## config.mk

```make
export PLATFORM = sky130hd
export DESIGN_NAME = tce_cmd_engine
export DESIGN_NICKNAME = d
export VERILOG_FILES = /design/src/rtl/tce_cmd_pkg.sv /design/src/rtl/tce_index_calc.sv /design/src/rtl/tce_entry_store.sv /design/src/rtl/tce_list_fetch.sv /design/src/rtl/tce_cmd_engine.sv
export SDC_FILE = /design/constraint.sdc
export NUM_CORES = 2
export LEC_CHECK = 0
export BUFFER_PORTS_ARGS = -buffer_cell sky130_fd_sc_hd__buf_4
export CELL_PAD_IN_SITES_DETAIL_PLACEMENT = 0
export CELL_PAD_IN_SITES_GLOBAL_PLACEMENT = 1
export CORE_AREA = 3 3 359 361
export DETAILED_ROUTE_END_ITERATION = 12
export DIE_AREA = 0 0 362 364
export PLACE_DENSITY_LB_ADDON = 0.1
export SYNTH_ARGS = -nofsm -noshare
export SYNTH_HDL_FRONTEND = slang
export SYNTH_SLANG_ARGS = --single-unit
```

## constraint.sdc

```tcl
create_clock -name clk -period 22.1 [get_ports clk]
set_input_delay 4.42 -clock clk [delete_from_list [all_inputs] [get_ports clk]]
set_output_delay 4.42 -clock clk [all_outputs]
set_load 0.01 [all_outputs]
```

## src/rtl/tce_cmd_pkg.sv

```systemverilog
// Shared types for the translation table command engine.
// Assumes entries and addresses share one 64-bit width.
package tce_cmd_pkg;

    typedef enum logic [1:0] {
        OP_WRITE = 2'd0,
        OP_READ  = 2'd1,
        OP_FILL  = 2'd2,
        OP_LOAD  = 2'd3
    } op_e;

    typedef enum logic [1:0] {
        PERM_NONE = 2'd0,
        PERM_RD   = 2'd1,
        PERM_WR   = 2'd2,
        PERM_RDWR = 2'd3
    } perm_e;

    localparam logic STAT_OK    = 1'b0;
    localparam logic STAT_PARAM = 1'b1;

    // Map the two access bits of an entry onto the permission type.
    function automatic perm_e decode_perm(input logic [1:0] bits);
        case (bits)
            2'd0:    return PERM_NONE;
            2'd1:    return PERM_RD;
            2'd2:    return PERM_WR;
            default: return PERM_RDWR;
        endcase
    endfunction

endpackage

```

## src/rtl/tce_index_calc.sv

```systemverilog
// Turns a page-aligned bus address into a table index and a range flag.
// Assumes the address was already aligned; the subtraction wraps unsigned,
// so addresses below the window land far out of range.
module tce_index_calc #(
    parameter int          W          = 64,
    parameter logic [63:0] BUS_OFFSET = 64'h0,
    parameter int          PAGE_SHIFT = 12,
    parameter int          DEPTH      = 16,
    localparam int         IDX_W      = (DEPTH > 1) ? $clog2(DEPTH) : 1
) (
    input  logic [W-1:0]     addr,
    output logic [IDX_W-1:0] idx,
    output logic             in_range
);
    localparam logic [W-1:0] DEPTH_W = W'(DEPTH);

    logic [W-1:0] offs;
    logic [W-1:0] page;

    // Offset from the window base, then page number and bound test.
    always_comb begin
        offs     = addr - W'(BUS_OFFSET);
        page     = offs >> PAGE_SHIFT;
        in_range = (page < DEPTH_W);
        idx      = page[IDX_W-1:0];
    end
endmodule

```

## src/rtl/tce_entry_store.sv

```systemverilog
// Register table of translation entries with one write port, one
// combinational read port and a registered change notification.
// Assumes the caller only writes in-range indices.
module tce_entry_store
    import tce_cmd_pkg::*;
#(
    parameter int  W          = 64,
    parameter int  PAGE_SHIFT = 12,
    parameter int  DEPTH      = 16,
    localparam int IDX_W      = (DEPTH > 1) ? $clog2(DEPTH) : 1
) (
    input  logic             clk,
    input  logic             rst_n,
    input  logic             we,
    input  logic [IDX_W-1:0] widx,
    input  logic [W-1:0]     wdata,
    input  logic [W-1:0]     wiova,
    input  logic [IDX_W-1:0] ridx,
    output logic [W-1:0]     rdata,
    output logic             ntf_valid,
    output logic [W-1:0]     ntf_iova,
    output logic [W-1:0]     ntf_xlat,
    output logic [W-1:0]     ntf_mask,
    output logic [1:0]       ntf_perm
);
    localparam logic [W-1:0] PG_MASK = (W'(1) << PAGE_SHIFT) - W'(1);

    logic [W-1:0] tbl [DEPTH];

    // Entry storage: cleared by reset, one entry updated per write.
    always_ff @(posedge clk) begin
        if (!rst_n) begin
            for (int i = 0; i < DEPTH; i++) begin
                tbl[i] <= '0;
            end
        end else if (we) begin
            tbl[widx] <= wdata;
        end
    end

    // Read port.
    always_comb rdata = tbl[ridx];

    // Notification register: reports each write one cycle later.
    always_ff @(posedge clk) begin
        if (!rst_n) begin
            ntf_valid <= 1'b0;
            ntf_iova  <= '0;
            ntf_xlat  <= '0;
            ntf_perm  <= PERM_NONE;
        end else begin
            ntf_valid <= we;
            if (we) begin
                ntf_iova <= wiova & ~PG_MASK;
                ntf_xlat <= wdata & ~PG_MASK;
                ntf_perm <= decode_perm(wdata[1:0]);
            end
        end
    end

    assign ntf_mask = PG_MASK;
endmodule

```

## src/rtl/tce_list_fetch.sv

```systemverilog
// Single-outstanding memory reader for list words. A start pulse latches
// the slot address, the request is held until accepted, and the returned
// big-endian word is byte-swapped into host order.
// Assumes W is a multiple of 8 and responses arrive in order.
module tce_list_fetch #(
    parameter int W = 64
) (
    input  logic         clk,
    input  logic         rst_n,
    input  logic         start,
    input  logic [W-1:0] start_addr,
    output logic         req_valid,
    input  logic         req_ready,
    output logic [W-1:0] req_addr,
    input  logic         rsp_valid,
    input  logic [W-1:0] rsp_data,
    output logic         out_valid,
    output logic [W-1:0] out_data
);
    localparam int NBYTES = W / 8;

    typedef enum logic [1:0] {F_IDLE, F_REQ, F_WAIT} fstate_e;
    fstate_e fstate;

    // Request sequencer: idle, request held, waiting for data.
    always_ff @(posedge clk) begin
        if (!rst_n) begin
            fstate   <= F_IDLE;
            req_addr <= '0;
        end else begin
            case (fstate)
                F_IDLE: if (start) begin
                    req_addr <= start_addr;
                    fstate   <= F_REQ;
                end
                F_REQ:  if (req_ready) fstate <= F_WAIT;
                F_WAIT: if (rsp_valid) fstate <= F_IDLE;
                default: fstate <= F_IDLE;
            endcase
        end
    end

    assign req_valid = (fstate == F_REQ);
    assign out_valid = (fstate == F_WAIT) && rsp_valid;

    // Byte reversal: the lowest memory byte is the most significant.
    for (genvar b = 0; b < NBYTES; b++) begin : g_swap
        assign out_data[8*b +: 8] = rsp_data[W-8-8*b +: 8];
    end
endmodule

```

## src/rtl/tce_cmd_engine.sv

```systemverilog
// Command engine for a translation entry table: validates a command,
// walks its pages one per step, writes or reads entries, fetches list
// words for list loads and returns one status cycle.
// Assumes one command at a time; in-page bits of the bus address are dropped.
module tce_cmd_engine
    import tce_cmd_pkg::*;
#(
    parameter logic [31:0] TABLE_ID         = 32'h8000_0001,
    parameter logic [63:0] BUS_OFFSET       = 64'h0000_0000_0001_0000,
    parameter int          PAGE_SHIFT       = 12,
    parameter int          DEPTH            = 16,
    parameter int          MAX_LIST         = 512,
    parameter int          LIST_ALIGN_SHIFT = 12,
    parameter int          W                = 64,
    parameter int          CNT_W            = 32
) (
    input  logic             clk,
    input  logic             rst_n,
    input  logic             cmd_valid,
    output logic             cmd_ready,
    input  logic [1:0]       cmd_op,
    input  logic [W-1:0]     cmd_id,
    input  logic [W-1:0]     cmd_addr,
    input  logic [W-1:0]     cmd_arg,
    input  logic [CNT_W-1:0] cmd_count,
    output logic             busy,
    output logic             rsp_valid,
    output logic             rsp_status,
    output logic [W-1:0]     rsp_data,
    output logic             mem_req_valid,
    input  logic             mem_req_ready,
    output logic [W-1:0]     mem_req_addr,
    input  logic             mem_rsp_valid,
    input  logic [W-1:0]     mem_rsp_data,
    output logic             ntf_valid,
    output logic [W-1:0]     ntf_iova,
    output logic [W-1:0]     ntf_xlat,
    output logic [W-1:0]     ntf_mask,
    output logic [1:0]       ntf_perm
);
    localparam int               IDX_W   = (DEPTH > 1) ? $clog2(DEPTH) : 1;
    localparam logic [W-1:0]     PG_SIZE = W'(1) << PAGE_SHIFT;
    localparam logic [W-1:0]     PG_MASK = PG_SIZE - W'(1);
    localparam logic [W-1:0]     SLOT    = W'(8);
    localparam logic [CNT_W-1:0] DEPTH_C = CNT_W'(DEPTH);
    localparam logic [CNT_W-1:0] MAX_C   = CNT_W'(MAX_LIST);
    localparam logic [CNT_W-1:0] ONE_C   = CNT_W'(1);

    typedef enum logic [2:0] {S_IDLE, S_CHECK, S_STEP, S_FETCH, S_DONE} state_e;

    state_e         state;
    op_e            op_q;
    logic [W-1:0]   id_q;
    logic [W-1:0]   addr_q;
    logic [W-1:0]   arg_q;
    logic [CNT_W-1:0] cnt_q;
    logic           st_q;
    logic [W-1:0]   data_q;

    logic [IDX_W-1:0] idx;
    logic             in_range;
    logic [W-1:0]     rd_entry;
    logic             we;
    logic [W-1:0]     wdata;
    logic             f_start;
    logic             f_valid;
    logic [W-1:0]     f_data;
    logic             pre_bad;
    logic             last_pg;

    tce_index_calc #(
        .W(W), .BUS_OFFSET(BUS_OFFSET), .PAGE_SHIFT(PAGE_SHIFT), .DEPTH(DEPTH)
    ) u_idx (
        .addr(addr_q), .idx(idx), .in_range(in_range)
    );

    tce_entry_store #(
        .W(W), .PAGE_SHIFT(PAGE_SHIFT), .DEPTH(DEPTH)
    ) u_store (
        .clk(clk), .rst_n(rst_n), .we(we), .widx(idx), .wdata(wdata),
        .wiova(addr_q), .ridx(idx), .rdata(rd_entry),
        .ntf_valid(ntf_valid), .ntf_iova(ntf_iova), .ntf_xlat(ntf_xlat),
        .ntf_mask(ntf_mask), .ntf_perm(ntf_perm)
    );

    tce_list_fetch #(.W(W)) u_fetch (
        .clk(clk), .rst_n(rst_n), .start(f_start), .start_addr(arg_q),
        .req_valid(mem_req_valid), .req_ready(mem_req_ready),
        .req_addr(mem_req_addr), .rsp_valid(mem_rsp_valid),
        .rsp_data(mem_rsp_data), .out_valid(f_valid), .out_data(f_data)
    );

    // Up-front checks on identifier and per-operation limits.
    always_comb begin
        pre_bad = (id_q[W-1:32] != '0) || (id_q[31:0] != TABLE_ID);
        if (op_q == OP_FILL) begin
            pre_bad = pre_bad || (cnt_q == '0) || (cnt_q > DEPTH_C);
        end
        if (op_q == OP_LOAD) begin
            pre_bad = pre_bad || (cnt_q == '0) || (cnt_q > MAX_C)
                    || (arg_q[LIST_ALIGN_SHIFT-1:0] != '0);
        end
    end

    // Write strobe, write data source and fetch kick-off.
    always_comb begin
        last_pg = (cnt_q == ONE_C);
        we      = ((state == S_STEP) && in_range
                  && ((op_q == OP_WRITE) || (op_q == OP_FILL)))
               || ((state == S_FETCH) && f_valid);
        wdata   = (state == S_FETCH) ? f_data : arg_q;
        f_start = (state == S_STEP) && in_range && (op_q == OP_LOAD);
    end

    // Command sequencer: accept, check, walk pages, respond.
    always_ff @(posedge clk) begin
        if (!rst_n) begin
            state  <= S_IDLE;
            op_q   <= OP_WRITE;
            id_q   <= '0;
            addr_q <= '0;
            arg_q  <= '0;
            cnt_q  <= '0;
            st_q   <= STAT_OK;
            data_q <= '0;
        end else begin
            case (state)
                S_IDLE: if (cmd_valid) begin
                    op_q   <= op_e'(cmd_op);
                    id_q   <= cmd_id;
                    addr_q <= cmd_addr & ~PG_MASK;
                    arg_q  <= cmd_arg;
                    cnt_q  <= cmd_op[1] ? cmd_count : ONE_C;
                    st_q   <= STAT_OK;
                    data_q <= '0;
                    state  <= S_CHECK;
                end
                S_CHECK: begin
                    if (pre_bad) begin
                        st_q  <= STAT_PARAM;
                        state <= S_DONE;
                    end else begin
                        state <= S_STEP;
                    end
                end
                S_STEP: begin
                    if (!in_range) begin
                        st_q  <= STAT_PARAM;
                        state <= S_DONE;
                    end else if (op_q == OP_READ) begin
                        data_q <= rd_entry;
                        state  <= S_DONE;
                    end else if (op_q == OP_LOAD) begin
                        state <= S_FETCH;
                    end else if (last_pg) begin
                        state <= S_DONE;
                    end else begin
                        cnt_q  <= cnt_q - ONE_C;
                        addr_q <= addr_q + PG_SIZE;
                    end
                end
                S_FETCH: if (f_valid) begin
                    arg_q <= arg_q + SLOT;
                    if (last_pg) begin
                        state <= S_DONE;
                    end else begin
                        cnt_q  <= cnt_q - ONE_C;
                        addr_q <= addr_q + PG_SIZE;
                        state  <= S_STEP;
                    end
                end
                S_DONE:  state <= S_IDLE;
                default: state <= S_IDLE;
            endcase
        end
    end

    assign cmd_ready  = (state == S_IDLE);
    assign busy       = (state != S_IDLE);
    assign rsp_valid  = (state == S_DONE);
    assign rsp_status = st_q;
    assign rsp_data   = data_q;
endmodule

```

==> flow_metrics.py <==
metrics = {
    "setup_path": {
        "cp_cell_sequence": "buf_4 > nand2_1 > nor2_1 > nand2_1 > o31ai_4 > buf_12 > nand3_1 > nand2_4 > buf_4",
        "critPathArrivalTime_ns": 7.81,
        "slowest_delay_ns": 0.74,
        "path_buf_inv": 3,
        "critPathTopFamily": "simple AND/OR/NAND/NOR gates",
        "path_class": "input pin to register",
        "required_ns": 22.51,
        "crit_fanout": 180,
        "start_kind": "input pin",
        "endpoint_kind": "register",
        "crit_slowest_cell": "buf_12",
    },
    "yosys": {
        "ys_ff_latch": 1479,
        "synth_area_mm2": 0.06538,
        "yosys_warnings": 0,
        "synth_ff_type": "edfxtp_1",
        "ys_types": 74,
        "synthArstFlopShare": 0,
        "postSynthCellCount": 5490,
        "ys_seq_area_frac": 0.6097,
        "synth_edf_count": 1024,
        "synth_area_per_cell_um2": 11.91,
    },
    "clock_tree": {
        "hold_buffers": 0,
        "cts_sinks": 1479,
        "clock_path_buffers": 3,
        "tritoncts": "done",
        "ctsResizeCount": 0,
        "h-tree-depth": 4,
        "postCtsSetupRepairBufs": 0,
        "clockRootBuffer": "clkbuf_16",
        "clkTransAtPathRegs_ns": 0.06,
        "clk_latency_ns": 0.78,
        "numCtsBuffers": 157,
    },
    "timing": {
        "drv_slew": 0,
        "slew-limit-headroom": 0.1378,
        "skew_ns": 0.02974,
        "tightest_slew_ns": 1.268,
        "setup_viol": 0,
        "max_freq_mhz": 135.2,
        "period_share": 0.3346,
        "rsz0062_at_grt": "no",
        "setup_tns_ns": 0,
        "period_minus_slack_ns": 7.394,
        "hold_violations": 0,
        "holdWs_ns": 0.4493,
    },
    "placement": {
        "gp_congestion": 0.8881,
        "port_buffers": 522,
        "postPlaceCellArea_mm2": 0.07027,
        "dp_hpwl_mm": 124.5,
    },
    "routing": {
        "vias": 46390,
        "routed_wl_mm": 209.4,
        "drtIter0Drc": 5499,
        "via_per_inst": 6.095,
        "wire_per_inst_um": 27.51,
        "drc": 0,
        "first_pass_iters": 6,
        "drtAntennaViolNets": 0,
    },
    "floorplanning": {
        "die_w_um": 362,
        "die_height_um": 364,
        "die_area_mm2": 0.1318,
        "core_region_area_mm2": 0.1257,
        "initial_core_util": 0.5200,
        "rows": 130,
        "pin_count": 623,
    },
    "final_layout": {
        "final_area_mm2": 0.07532,
        "nFillCells": 10290,
        "area_delta_synth_final_pct": 15.20,
        "final_util": 0.5990,
        "final_nets": 6111,
        "drive_gt1_frac": 0.2241,
    },
    "power_and_ir_drop": {
        "peakVddDrop_v": 0.0001227,
        "p_sw_mw": 2.703,
        "p_leak_nw": 26.29,
        "combPwrFrac": 0.256,
        "clkPwrFrac": 0.319,
        "power_density_mw_per_mm2": 107.1,
        "p_seq_frac": 0.425,
        "total_power_mw": 8.066,
        "swShare": 0.3351,
        "p_int_mw": 5.363,
    },
    "status": {
        "outcome": "finished clean",
    },
    "run": {
        "cap_violations": 0,
    },
    "global_route": {
        "grt_antenna_before_repair": 41,
        "grt_pass1_vias": 45120,
        "grtUsageTotal": 0.3158,
        "grt_start_max_net_pins": 187,
        "gr-total-overflow": 0,
        "grt_pass1_wl_mm": 305.9,
    },
    "hold_path": {
        "worstHoldPathType": "register to register",
    },
}
[worst reg2reg max path, stage by stage (launching register included)]
cell,delay (ns)
dfxtp_1,0.38
nor4_1,0.84
nand4b_1,0.43
or4_1,0.74
o32a_1,0.46
a2111oi_4,0.36
nand4_2,0.31
o31ai_4,0.48
buf_12,0.74
nand3_1,0.32
nand2_4,0.68
buf_4,0.65
[layout make-up]
class	instances	area, um^2	area share
antenna	32	80.08	0.001063
clock buffer	205	4294	0.05701
clock inverter	75	675.6	0.008971
inverter	25	101.3	0.001346
multi-input combinational	3496	23310	0.3094
sequential	1479	39870	0.5294
tap	1650	2064	0.02741
timing repair buffer	650	4921	0.06534
[path summary, 6_finish.rpt]
check / depth (start not counted) / slack [ns] / endpoint / start
hold reg to reg: 2 / 0.45 / u_store.ntf_iova[39] / u_store.ntf_iova[39]
setup / recovery: 9 / 14.71 / u_store.tbl[0][30] / mem_rsp_valid
hold / removal: 2 / 0.45 / u_store.ntf_iova[39] / u_store.ntf_iova[39]
setup reg to reg: 11 / 15.31 / u_store.tbl[0][30] / addr_q[20]
[power by group through the flow]
| stage | Clock, mW | Combinational [mW] | Sequential (mW) |
|---|---|---|---|
| 2_1_floorplan | 0 | 1.47 | 3.31 |
| 3_3_place_gp | 0 | 2.03 | 3.48 |
| 3_5_place_dp | 0 | 2.04 | 3.48 |
| 4_1_cts | 2.61 | 2.05 | 3.43 |
| 5_1_grt | 2.72 | 2.23 | 3.46 |
| 6_report | 2.58 | 2.06 | 3.43 |
[synth_stat cells (all sizes together), types with 9 or more instances]
master,count,area [um^2]
nand2,578,2170
and2,16,100.1
buf,248,1588
nand4,56,596.8
a22oi,27,202.7
and3,26,162.7
o31ai,41,321.6
clkbuf,328,1231
o22ai,11,68.82
a31oi,22,137.6
o21ai,119,595.6
or4,12,90.09
nor3,52,265.3
inv,24,90.09
a21oi,354,1772
or2,12,75.08
nor2,1267,4758
edfxtp,1024,30750
or3,20,130.1
nand3,71,355.3
dfxtp,455,9109
a311oi,9,78.83
a22o,68,595.6
mux4,320,7207
o32ai,16,140.1
mux2i,64,640.6
o221a,14,157.7
a211oi,72,680.7
nor4,46,287.8
[state kept, by name, indices dropped and copies added (netlist names)]
name	count
u_store.tbl	1024
arg_q	64
id_q	64
rsp_data	64
u_fetch.req_addr	64
addr_q	52
u_store.ntf_iova	52
u_store.ntf_xlat	52
cnt_q	32
state	3
op_q	2
u_fetch.fstate	2
u_store.ntf_perm	2
rsp_status	1
u_store.ntf_valid	1
[kinds of logic after synthesis]
logic type	Yosys count	synth area share
xor gates and xnor gates	7	0.0009378
AOI/OAI and AO/OA	810	0.08059
DFF	1479	0.6097
muxes	386	0.1204
and+or+nand+nor	2198	0.1424
other	2	0.0001149
adders and majority gates	7	0.001340
buffers and inverters	601	0.04455
[metal layers]
layer / wire [um] / share of wire / global-route usage
met4: 7323 / 0.035 / 0.1185
met3: 21150 / 0.10 / 0.07698
met1: 82280 / 0.39 / 0.4279
met5: 108 / 0.00052 / 0
met2: 98510 / 0.47 / 0.4979
[metrics by stage]
stage	std cells	setup WS, ns
3_5_place_dp	7300	13.93
3_3_place_gp	7300	13.95
4_1_cts	7580	14.77
2_1_floorplan	5576	11.62
6_report	7612	14.71
5_1_grt	7602	14.60
[cell usage in the layout (no fill, tap or decap), drive strengths merged, types with 22 or more instances in the layout]
cell and instances:
mux4 320, clkinv 52, conb 88, nor3 52, and3 26, nor4 46
o21ai 119, a21oi 354, a22oi 27, mux2i 64, edfxtp 1024, a31oi 22
buf 650, dfxtp 455, nand4 56, inv 33, diode 32, clkbuf 205
nor2 1267, nand2 578, nand3 71, a211oi 72, a22o 68, o31ai 41
(Power assumes the default switching activity.)
